<file path="config.mk">
export PLATFORM = sky130hd
export DESIGN_NAME = sync_master_rx
export DESIGN_NICKNAME = d
export VERILOG_FILES = /design/src/rtl/srx_pkg.sv /design/src/rtl/srx_clkgen.sv /design/src/rtl/srx_shifter.sv /design/src/rtl/srx_fifo.sv /design/src/rtl/sync_master_rx.sv
export SDC_FILE = /design/constraint.sdc
export NUM_CORES = 1
export LEC_CHECK = 0
export BUFFER_PORTS_ARGS = -buffer_cell sky130_fd_sc_hd__buf_2
export CORE_ASPECT_RATIO = 1.25
export CORE_MARGIN = 2
export CORE_UTILIZATION = 57
export CTS_CLUSTER_DIAMETER = 200
export DETAILED_ROUTE_END_ITERATION = 10
export PLACE_DENSITY = 0.75
export SLEW_MARGIN = 20
export SYNTH_ARGS = -nofsm -noshare
export SYNTH_HDL_FRONTEND = slang
export SYNTH_SLANG_ARGS = --single-unit
</file>
<file path="constraint.sdc">
create_clock -name clk -period 3.2 [get_ports clk]
set_input_delay 0.32 -clock clk [delete_from_list [all_inputs] [get_ports clk]]
set_output_delay 0.32 -clock clk [all_outputs]
set_load 0.1 [all_outputs]
</file>
<file path="src/rtl/srx_pkg.sv">
package srx_pkg;
  localparam int SRX_DATA_W = 8;

  typedef struct packed {
    logic                  b9;
    logic [SRX_DATA_W-1:0] data;
  } srx_word_t;
endpackage

</file>
<file path="src/rtl/srx_clkgen.sv">
module srx_clkgen #(
  parameter int DIV_W = 8
) (
  input  logic             clk,
  input  logic             rst,
  input  logic             run,
  input  logic [DIV_W-1:0] div_val,
  output logic             sclk,
  output logic             fall_stb
);
  logic [DIV_W-1:0] cnt_q;
  logic             sclk_q;
  logic             tick;

  assign tick     = (cnt_q >= div_val);
  assign fall_stb = run && tick && sclk_q;
  assign sclk     = sclk_q;

  always_ff @(posedge clk) begin
    if (rst || !run) begin
      cnt_q  <= '0;
      sclk_q <= 1'b0;
    end else if (tick) begin
      cnt_q  <= '0;
      sclk_q <= ~sclk_q;
    end else begin
      cnt_q  <= cnt_q + 1'b1;
    end
  end
endmodule

</file>
<file path="src/rtl/srx_shifter.sv">
module srx_shifter #(
  parameter int DATA_W = 8
) (
  input  logic              clk,
  input  logic              rst,
  input  logic              run,
  input  logic              sample_stb,
  input  logic              sdata,
  input  logic              nine,
  output logic              word_stb,
  output logic [DATA_W-1:0] word_data,
  output logic              word_b9
);
  localparam int MAX_BITS = DATA_W + 1;
  localparam int CNT_W    = $clog2(MAX_BITS + 1);

  logic [MAX_BITS-1:0] shreg_q;
  logic [MAX_BITS-1:0] merged;
  logic [CNT_W-1:0]    bitcnt_q;
  logic [CNT_W-1:0]    last_idx;
  logic                last;

  assign last_idx = nine ? CNT_W'(MAX_BITS - 1) : CNT_W'(DATA_W - 1);
  assign last     = (bitcnt_q == last_idx);

  always_comb begin
    merged           = shreg_q;
    merged[bitcnt_q] = sdata;
  end

  assign word_stb  = run && sample_stb && last;
  assign word_data = merged[DATA_W-1:0];
  assign word_b9   = nine & merged[DATA_W];

  always_ff @(posedge clk) begin
    if (rst || !run) begin
      bitcnt_q <= '0;
    end else if (sample_stb) begin
      bitcnt_q <= last ? '0 : bitcnt_q + 1'b1;
    end
  end

  always_ff @(posedge clk) begin
    if (run && sample_stb) shreg_q <= merged;
  end
endmodule

</file>
<file path="src/rtl/srx_fifo.sv">
module srx_fifo #(
  parameter int DEPTH = 2,
  parameter int W     = 9,
  parameter int PTR_W = (DEPTH > 1) ? $clog2(DEPTH) : 1,
  parameter int CNT_W = $clog2(DEPTH + 1)
) (
  input  logic             clk,
  input  logic             rst,
  input  logic             clear,
  input  logic             push,
  input  logic [W-1:0]     push_data,
  input  logic             pop,
  output logic [W-1:0]     head,
  output logic [CNT_W-1:0] count,
  output logic             full,
  output logic             empty
);
  logic [W-1:0]     mem [DEPTH];
  logic [PTR_W-1:0] wr_q, rd_q;
  logic [CNT_W-1:0] cnt_q;
  logic             do_push, do_pop;

  function automatic logic [PTR_W-1:0] nxt(input logic [PTR_W-1:0] p);
    return (p == PTR_W'(DEPTH - 1)) ? '0 : p + 1'b1;
  endfunction

  assign full    = (cnt_q == CNT_W'(DEPTH));
  assign empty   = (cnt_q == '0);
  assign do_push = push && !full;
  assign do_pop  = pop && !empty;
  assign count   = cnt_q;
  assign head    = mem[rd_q];

  always_ff @(posedge clk) begin
    if (do_push) mem[wr_q] <= push_data;
  end

  always_ff @(posedge clk) begin
    if (rst || clear) begin
      wr_q  <= '0;
      rd_q  <= '0;
      cnt_q <= '0;
    end else begin
      if (do_push) wr_q <= nxt(wr_q);
      if (do_pop)  rd_q <= nxt(rd_q);
      cnt_q <= cnt_q + CNT_W'(do_push) - CNT_W'(do_pop);
    end
  end
endmodule

</file>
<file path="src/rtl/sync_master_rx.sv">
module sync_master_rx
  import srx_pkg::*;
#(
  parameter int DIV_W      = 8,
  parameter int FIFO_DEPTH = 2
) (
  input  logic                  clk,
  input  logic                  rst,
  input  logic                  port_en,
  input  logic                  cont_en,
  input  logic                  single_go,
  input  logic                  nine_bit,
  input  logic [DIV_W-1:0]      div_val,
  input  logic                  sdata_in,
  input  logic                  rd_pop,
  output logic                  sclk_out,
  output logic [SRX_DATA_W-1:0] rx_data,
  output logic                  rx_bit9,
  output logic                  rx_ready,
  output logic                  overrun,
  output logic                  single_busy
);
  localparam int CNT_W = $clog2(FIFO_DEPTH + 1);
  localparam int WORD_W = $bits(srx_word_t);

  logic                  single_q, cont_q, overrun_q;
  logic                  run, fall_stb, word_stb, word_b9;
  logic [SRX_DATA_W-1:0] word_data;
  logic                  fifo_full, fifo_empty, push;
  logic [CNT_W-1:0]      fifo_count;
  srx_word_t             in_word, head_word;

  assign run = port_en && (cont_en || single_q);

  srx_clkgen #(.DIV_W(DIV_W)) u_clk (
    .clk(clk), .rst(rst), .run(run), .div_val(div_val),
    .sclk(sclk_out), .fall_stb(fall_stb)
  );

  srx_shifter #(.DATA_W(SRX_DATA_W)) u_shift (
    .clk(clk), .rst(rst), .run(run), .sample_stb(fall_stb),
    .sdata(sdata_in), .nine(nine_bit), .word_stb(word_stb),
    .word_data(word_data), .word_b9(word_b9)
  );

  assign in_word.b9   = word_b9;
  assign in_word.data = word_data;
  assign push         = word_stb && !overrun_q && !fifo_full;

  srx_fifo #(.DEPTH(FIFO_DEPTH), .W(WORD_W)) u_fifo (
    .clk(clk), .rst(rst), .clear(!port_en), .push(push),
    .push_data(in_word), .pop(rd_pop), .head(head_word),
    .count(fifo_count), .full(fifo_full), .empty(fifo_empty)
  );

  always_ff @(posedge clk) begin
    if (rst || !port_en)             single_q <= 1'b0;
    else if (single_go)              single_q <= 1'b1;
    else if (word_stb && !cont_en)   single_q <= 1'b0;
  end

  always_ff @(posedge clk) begin
    if (rst) cont_q <= 1'b0;
    else     cont_q <= cont_en;
  end

  always_ff @(posedge clk) begin
    if (rst || !port_en)                         overrun_q <= 1'b0;
    else if (cont_q && !cont_en)                 overrun_q <= 1'b0;
    else if (word_stb && fifo_full)              overrun_q <= 1'b1;
  end

  assign rx_data     = head_word.data;
  assign rx_bit9     = head_word.b9;
  assign rx_ready    = !fifo_empty;
  assign overrun     = overrun_q;
  assign single_busy = single_q;
endmodule

</file>
# After elaboration in Yosys (flattened, before gate mapping)
# Memories as Yosys holds them, arrays and structs flattened. A register that Yosys moved wholly into a read port is not among the register bits.
# Cells that the tools add are included.
# totals
word_cells	63
n_memories	1
out_inout_bits	13
ff_bits	29
inputBits	16
ram_bits	18
# classes
mux	13
reduce_logical	26
add_sub_neg	6
bitwise_logic	2
eq_ne	2
magnitude_cmp	3
# memory_table
memory	words	word_bits	read_ports	rd_clocked_by_memory_dff	write_ports	line_no	text
u_fifo.mem	2	9	1	1	1	srx_fifo.sv:18	logic [W-1:0] mem [DEPTH];
# ops
operator	n
$logic_and 1x1->1	13
$bwmux 9	1
$mux 1	9
$add 8x1->8 const B	1
$ge 8x8->1	1
$mux 4	2
$logic_not 1->1	6
$lt 4x5->1 const B	1
$add 4x1->4 const B	1
$demux 1 s4	1
$eq 4x4->1	1
$ge 4x1->1 const B	1
$reduce_or 2->1	2
$logic_or 1x1->1	3
$add 1x1->1 const B	2
$add 2x1->2	1
$eq 2x2->1 const B	1
$logic_not 2->1	1
$reduce_bool 2->1	1
$sub 2x1->2	1
$and 1x1->1	1
$not 1->1	1

# Depth between registers and ports, before layout
# logic_depth
depth_word	11
mapped_depth	12
mapped_depth_nobuf	12

# Modules after synthesis
# A second synthesis with hierarchy kept.
# hier_totals
hier_cells	209
hier_area_um2	2438.6
# modules_own_cells
module	seq_area_each_um2	n_inst	cells_each	area_per_inst_um2
srx_fifo	640.6	1	57	889.6
srx_shifter	350.3	1	67	760.7
srx_clkgen	180.2	1	69	636.9
sync_master_rx	60.1	1	16	151.4

# Worst setup path before layout
# No wires, ideal clock.
# synth_path
path_kind	register to register
from	reg single_q, in the netlist single_busy
to	mem u_fifo.mem[0][0] (enable)
path_buffers	0
period_less_slack_ns	2.799
t_arrival_ns	2.423
required_time_ns	2.825
path_slack_ns	0.401
stages_incl_launch_ff	8
setup_time_ns	0.375
path_cell_list	dfxtp_1 > nor2_1 > nor2_2 > o211ai_1 > and2_4 > inv_2 > and3_4 > nor2b_1
# synth_via
elab_chain_len	11
# synth_rtl
item	line_no	text
start: declaration	sync_master_rx.sv:26	logic single_q, cont_q, overrun_q;
start signal: assignment	sync_master_rx.sv:57	if (rst || !port_en) single_q <= 1'b0;
start signal: assignment	sync_master_rx.sv:58	else if (single_go) single_q <= 1'b1;
start signal: assignment	sync_master_rx.sv:59	else if (word_stb && !cont_en) single_q <= 1'b0;
$logic_or 1x1->1 (*)	sync_master_rx.sv:33	assign run = port_en && (cont_en || single_q);
$logic_and 1x1->1 (*)	sync_master_rx.sv:33	
$logic_and 1x1->1 (2 in series)	srx_clkgen.sv:16	assign fall_stb = run && tick && sclk_q;
$logic_and 1x1->1 (*) (2 in series)	srx_shifter.sv:31	assign word_stb = run && sample_stb && last;
$logic_and 1x1->1 (*) (2 in series)	sync_master_rx.sv:48	assign push = word_stb && !overrun_q && !fifo_full;
$logic_and 1x1->1 (*)	srx_fifo.sv:29	assign do_push = push && !full;
$mux 1 (*)	srx_fifo.sv:35	if (do_push) mem[wr_q] <= push_data;
$mux 1 (implied by the code) (*)	srx_fifo.sv:35	
end: declaration	srx_fifo.sv:18	
# Every way passes the cells marked *; elsewhere a longest branch is shown, timed or not.

# Worst setup path after layout
# layout_path
from	reg u_clk.cnt_q[0]
to	reg u_fifo.cnt_q[1], in the netlist u_fifo.count[1]
# layout_via
elab_chain_len	10
# layout_rtl
item	line_no	text
start: declaration	srx_clkgen.sv:11	logic [DIV_W-1:0] cnt_q;
start signal: assignment	srx_clkgen.sv:27	cnt_q <= cnt_q + 1'b1;
$ge 8x8->1	srx_clkgen.sv:15	assign tick = (cnt_q >= div_val);
$logic_and 1x1->1 (2 in series)	srx_clkgen.sv:16	
$logic_and 1x1->1 (2 in series)	srx_shifter.sv:31	
$logic_and 1x1->1 (2 in series)	sync_master_rx.sv:48	
$logic_and 1x1->1	srx_fifo.sv:29	
$add 2x1->2	srx_fifo.sv:46	cnt_q <= cnt_q + CNT_W'(do_push) - CNT_W'(do_pop);
$sub 2x1->2	srx_fifo.sv:46	
end signal: assignment	srx_fifo.sv:46	
end: declaration	srx_fifo.sv:20	logic [CNT_W-1:0] cnt_q;
# Every way passes these cells.
# A chain may end at the register's enable or synchronous reset.

==> results.txt <==
Counting the fill cells in the layout gives 306. The clock transition time at the flip-flop clock pins of the worst setup and hold paths is 80 ps, and the worst hold path depth is 2. Once the clock tree was built, the resizer swapped 0 gates to a different size. For this block, the initial DRC count from the detailed router was 19. The routed design has 3.964 mm of wire. At the worst endpoint, the arrival time is 2760 ps. Adding up every negative setup slack in the final design gives 0 ps. The logs give 0 for the leftover overflow at the end of global routing and 0 for the number of max-cap violations. The tools report the final standard cell utilization of the core as 67.90%. Setup repair after global routing left no endpoint under its margin.

For this run, the slowest stage of the critical path takes 440 ps. For this run, the top clock speed supported by timing is 389.7 MHz. For this run, the leading register cell type out of synthesis is edfxtp_1. At the later pin of the worst-skew pair, clock insertion delay measures 300 ps. The most critical setup path has its startpoint at u_clk.cnt_q[0]. Summing over every cut layer, the via total after detailed routing is 1534. Summing all non-filler instances in the final layout gives an area of 2591 sq um. The layout cell share with drive strength beyond 1 is 27.78%. The run gives 20.30% as the total global-route track usage. The cell count of the worst reg-to-reg path works out to 12. Entering global routing, the biggest net connects 16 pins.

Static leakage: 1.032 nW. The first global-routing pass estimated 6.706 mm of wire. The area of the mapped netlist is 2268 sq um, and the full die area is 4503 sq um. Routability-driven placement finished with a final weighted congestion of 0.7729. The master of the slowest instance on the critical path is dfxtp_1.

IR analysis of the VDD net gives a maximum drop of 287.8 uV. STA puts the critical path data required time at 3390 ps. Sorting the synthesized cells by area gives the leading types as edfxtp_1 36%, dfxtp_1 19%, mux2_2 8.9%, ha_1 8.3%, nor2_1 3.5%. The Yosys step of the flow raised 0 warnings. Dividing total power by cell area gives a power density of 431.3 nW/um^2. Walking the worst path, the cells encountered are inv_1, ha_1, a31oi_1, nor2b_1, o211ai_1, and2_4, inv_2, and3_4, ha_1, xor2_1, xnor2_1, nor2_1. The startpoint type of the worst setup path was a register. Yosys mapped a number of flops with a built-in enable equal to 27. The remaining antenna violation count was 0; the total iterations of the first detailed-routing run was 4. Worst slew slack as a fraction of its limit: 62.20%.

For this design, the sink count on the clock tree is 48. After synthesis, the netlist uses 34 different library cells. The endpoint identified for the worst register-to-register timing path is u_fifo.count[1]. Synthesis inferred 48 register bits. In the final routed layout, each cell accounts on average for 13.76 um.

Via count of the first global-routing pass: 1530. In the final layout, flip-flops and latches occupy 1231 sq um. For the area after detailed placement, the log shows 2480 sq um.

Compared with the post-synthesis result, the final layout area differs by 14.23%. The number of slew-limit violations in the final report is 0. Row generation in the floorplan step produced 25 rows. The hold path startpoint is rst.

Synthesis produced a netlist with a net count of 229. The path type of the worst min-delay path was input pin to register. Synthesis handed over a netlist of 198 instances. The worst register-to-register path begins at u_clk.cnt_q[0]. Once the floorplan was initialized, standard cells occupied 59.44% of the core. The share of flip-flops with an asynchronous set or reset was 0%. A synthesized cell averages 11.46 sq um.

The initial antenna violation count is 0. For hold timing, the worst endpoint is cont_q. The final count of hold timing violations is 0. Summing the sequential cell areas from Yosys gives 54.27% of the chip area. The die is 74.53 um tall. Cell type contributing the most total cell area after synthesis: edfxtp_1.

The number of I/O port buffers was 28. After detailed routing, the number of vias per cell comes to 5.326. X dimension of the die: 60.43 um.

The core region is 3816 sq um. The worst-margin pin slew is 561.1 ps. The root buffer selected by CTS was clkbuf_8.

Of all nets on the critical path, the largest fanout is 14. Counting stages on the worst path, the most repeated cell is ha_1. The multi-input combinational cells in the finished layout cover a total of 973.4 sq um. TritonCTS built the clock tree. Setup violations remaining at the end of the flow were counted as 0. For the register-to-register path setup slack, the log shows 630 ps. The net count of the finished layout is 264. The maximum clock path buffer count came out at 2. For this run, design rule violations remaining after detail routing come to 0. For the clock tree skew after final layout, the log shows 2.663 ps. The flow ran to the end, and the final reports show no timing, DRC or antenna violations. Part of the cycle the worst path needs: 80.20%. Sorting the synthesized cells by how often they occur yields 27 x edfxtp_1, 21 x dfxtp_1, 21 x nor2_1. 0 antenna diodes ended up in the layout. The H-tree was split into 2 levels. The critical path is of the register to register type.

Buffers inserted during clock tree synthesis total 5. Buffers added to address setup during post-CTS repair amount to 0. The cts-stage hold buffer count was 0. By instance count, the leading cell after synthesis is edfxtp_1. For this design the top-level I/O count stands at 29. The share of synthesized area in the top cell type comes to 35.74%.

Summed over all nets, the half-perimeter wirelength after detailed placement is 3.123 mm. The critical path endpoint category is a register. The time the worst path needs with I/O delays and setup was 2566 ps.
==> final cells by class <==
| cell class | count | area share, % |
|---|---|---|
| timing repair buffer | 29 | 5.698 |
| inverter | 16 | 2.318 |
| tap | 54 | 2.607 |
| clock inverter | 3 | 1.642 |
| multi-input combinational | 133 | 37.57 |
| clock buffer | 5 | 2.656 |
| sequential | 48 | 47.51 |
==> cells by family after synthesis <==
kind of cell / Yosys count / synth area share (%)
simple gates: 67 / 14.73
mux: 19 / 9.377
xor+xnor: 10 / 3.861
flops: 48 / 54.27
compound gates: 22 / 6.674
buf+inv: 17 / 2.813
fa+ha+maj: 15 / 8.274
==> worst max path at each step <==
stage | end | depth (start not counted)
2_1_floorplan | u_fifo.mem[0][0] | 7
3_3_place_gp | u_fifo.mem[1][2] | 9
3_5_place_dp | u_fifo.mem[1][6] | 9
4_1_cts | u_fifo.count[1] | 12
5_1_grt | u_fifo.count[1] | 12
6_report | u_fifo.count[1] | 12
==> report_power, final <==
part / total, W / switching [W] / internal, W
clock: 0.000429 / 0.000197 / 0.000231
combinational: 0.0000405 / 0.0000251 / 0.0000154
sequential: 0.000649 / 0.00000222 / 0.000646
==> state kept, by name (all words and copies together), names as in the netlist, named ones only <==
signal / count
u_fifo.rd_q: 1
u_shift.shreg_q: 9
u_clk.cnt_q: 8
u_fifo.count: 2
cont_q: 1
overrun: 1
u_fifo.mem: 18
u_shift.bitcnt_q: 4
u_clk.sclk: 1
u_fifo.wr_q: 1
single_busy: 1
==> placed cells by master (no fill, tap or decap), drive strengths merged, types with 3 or more instances in the layout <==
cell type  instances
and3               6
dfxtp             21
a21oi              8
xor2               7
o21ai              6
inv               16
xnor2              3
nor2              22
nor2b              4
mux2              18
edfxtp            27
a31oi              4
ha                15
buf               29
nand2b             3
clkbuf             5
and2               5
nand2             15
nand3              8
==> metal layers <==
layer / GRT usage, % / share of wire, % / vias up
li1: - / - / 756
met1: 21.43 / 41 / 730
met2: 37.32 / 53 / 39
met3: 4.870 / 3.9 / 9
met4: 9.420 / 2.1 / 0
met5: 0 / 0 / -
==> through the flow <==
stage / setup slack, ps / total power [W] / hold WS (ps) / instances
5_1_grt: 408.9 / 0.001153 / 187.9 / 288
2_1_floorplan: 401.3 / 0.0006845 / 386.7 / 198
4_1_cts: 605.7 / 0.001129 / 184.4 / 288
6_report: 633.6 / 0.001118 / 194.3 / 288
3_5_place_dp: 624.5 / 0.0007034 / 428.2 / 280
3_3_place_gp: 723.6 / 0.0007002 / 422.2 / 280
==> worst max-delay path: cells and delay by family, from the launching register on <==
family	cells	cell delay [ps]
AOI/OAI and AO/OA	2	200
xor gates and xnor gates	2	370
adders and majority gates	2	450
buffers and inverters	2	280
DFF	1	440
and+or+nand+nor	4	710
No activity file was read; power rests on OpenSTA's default activity.
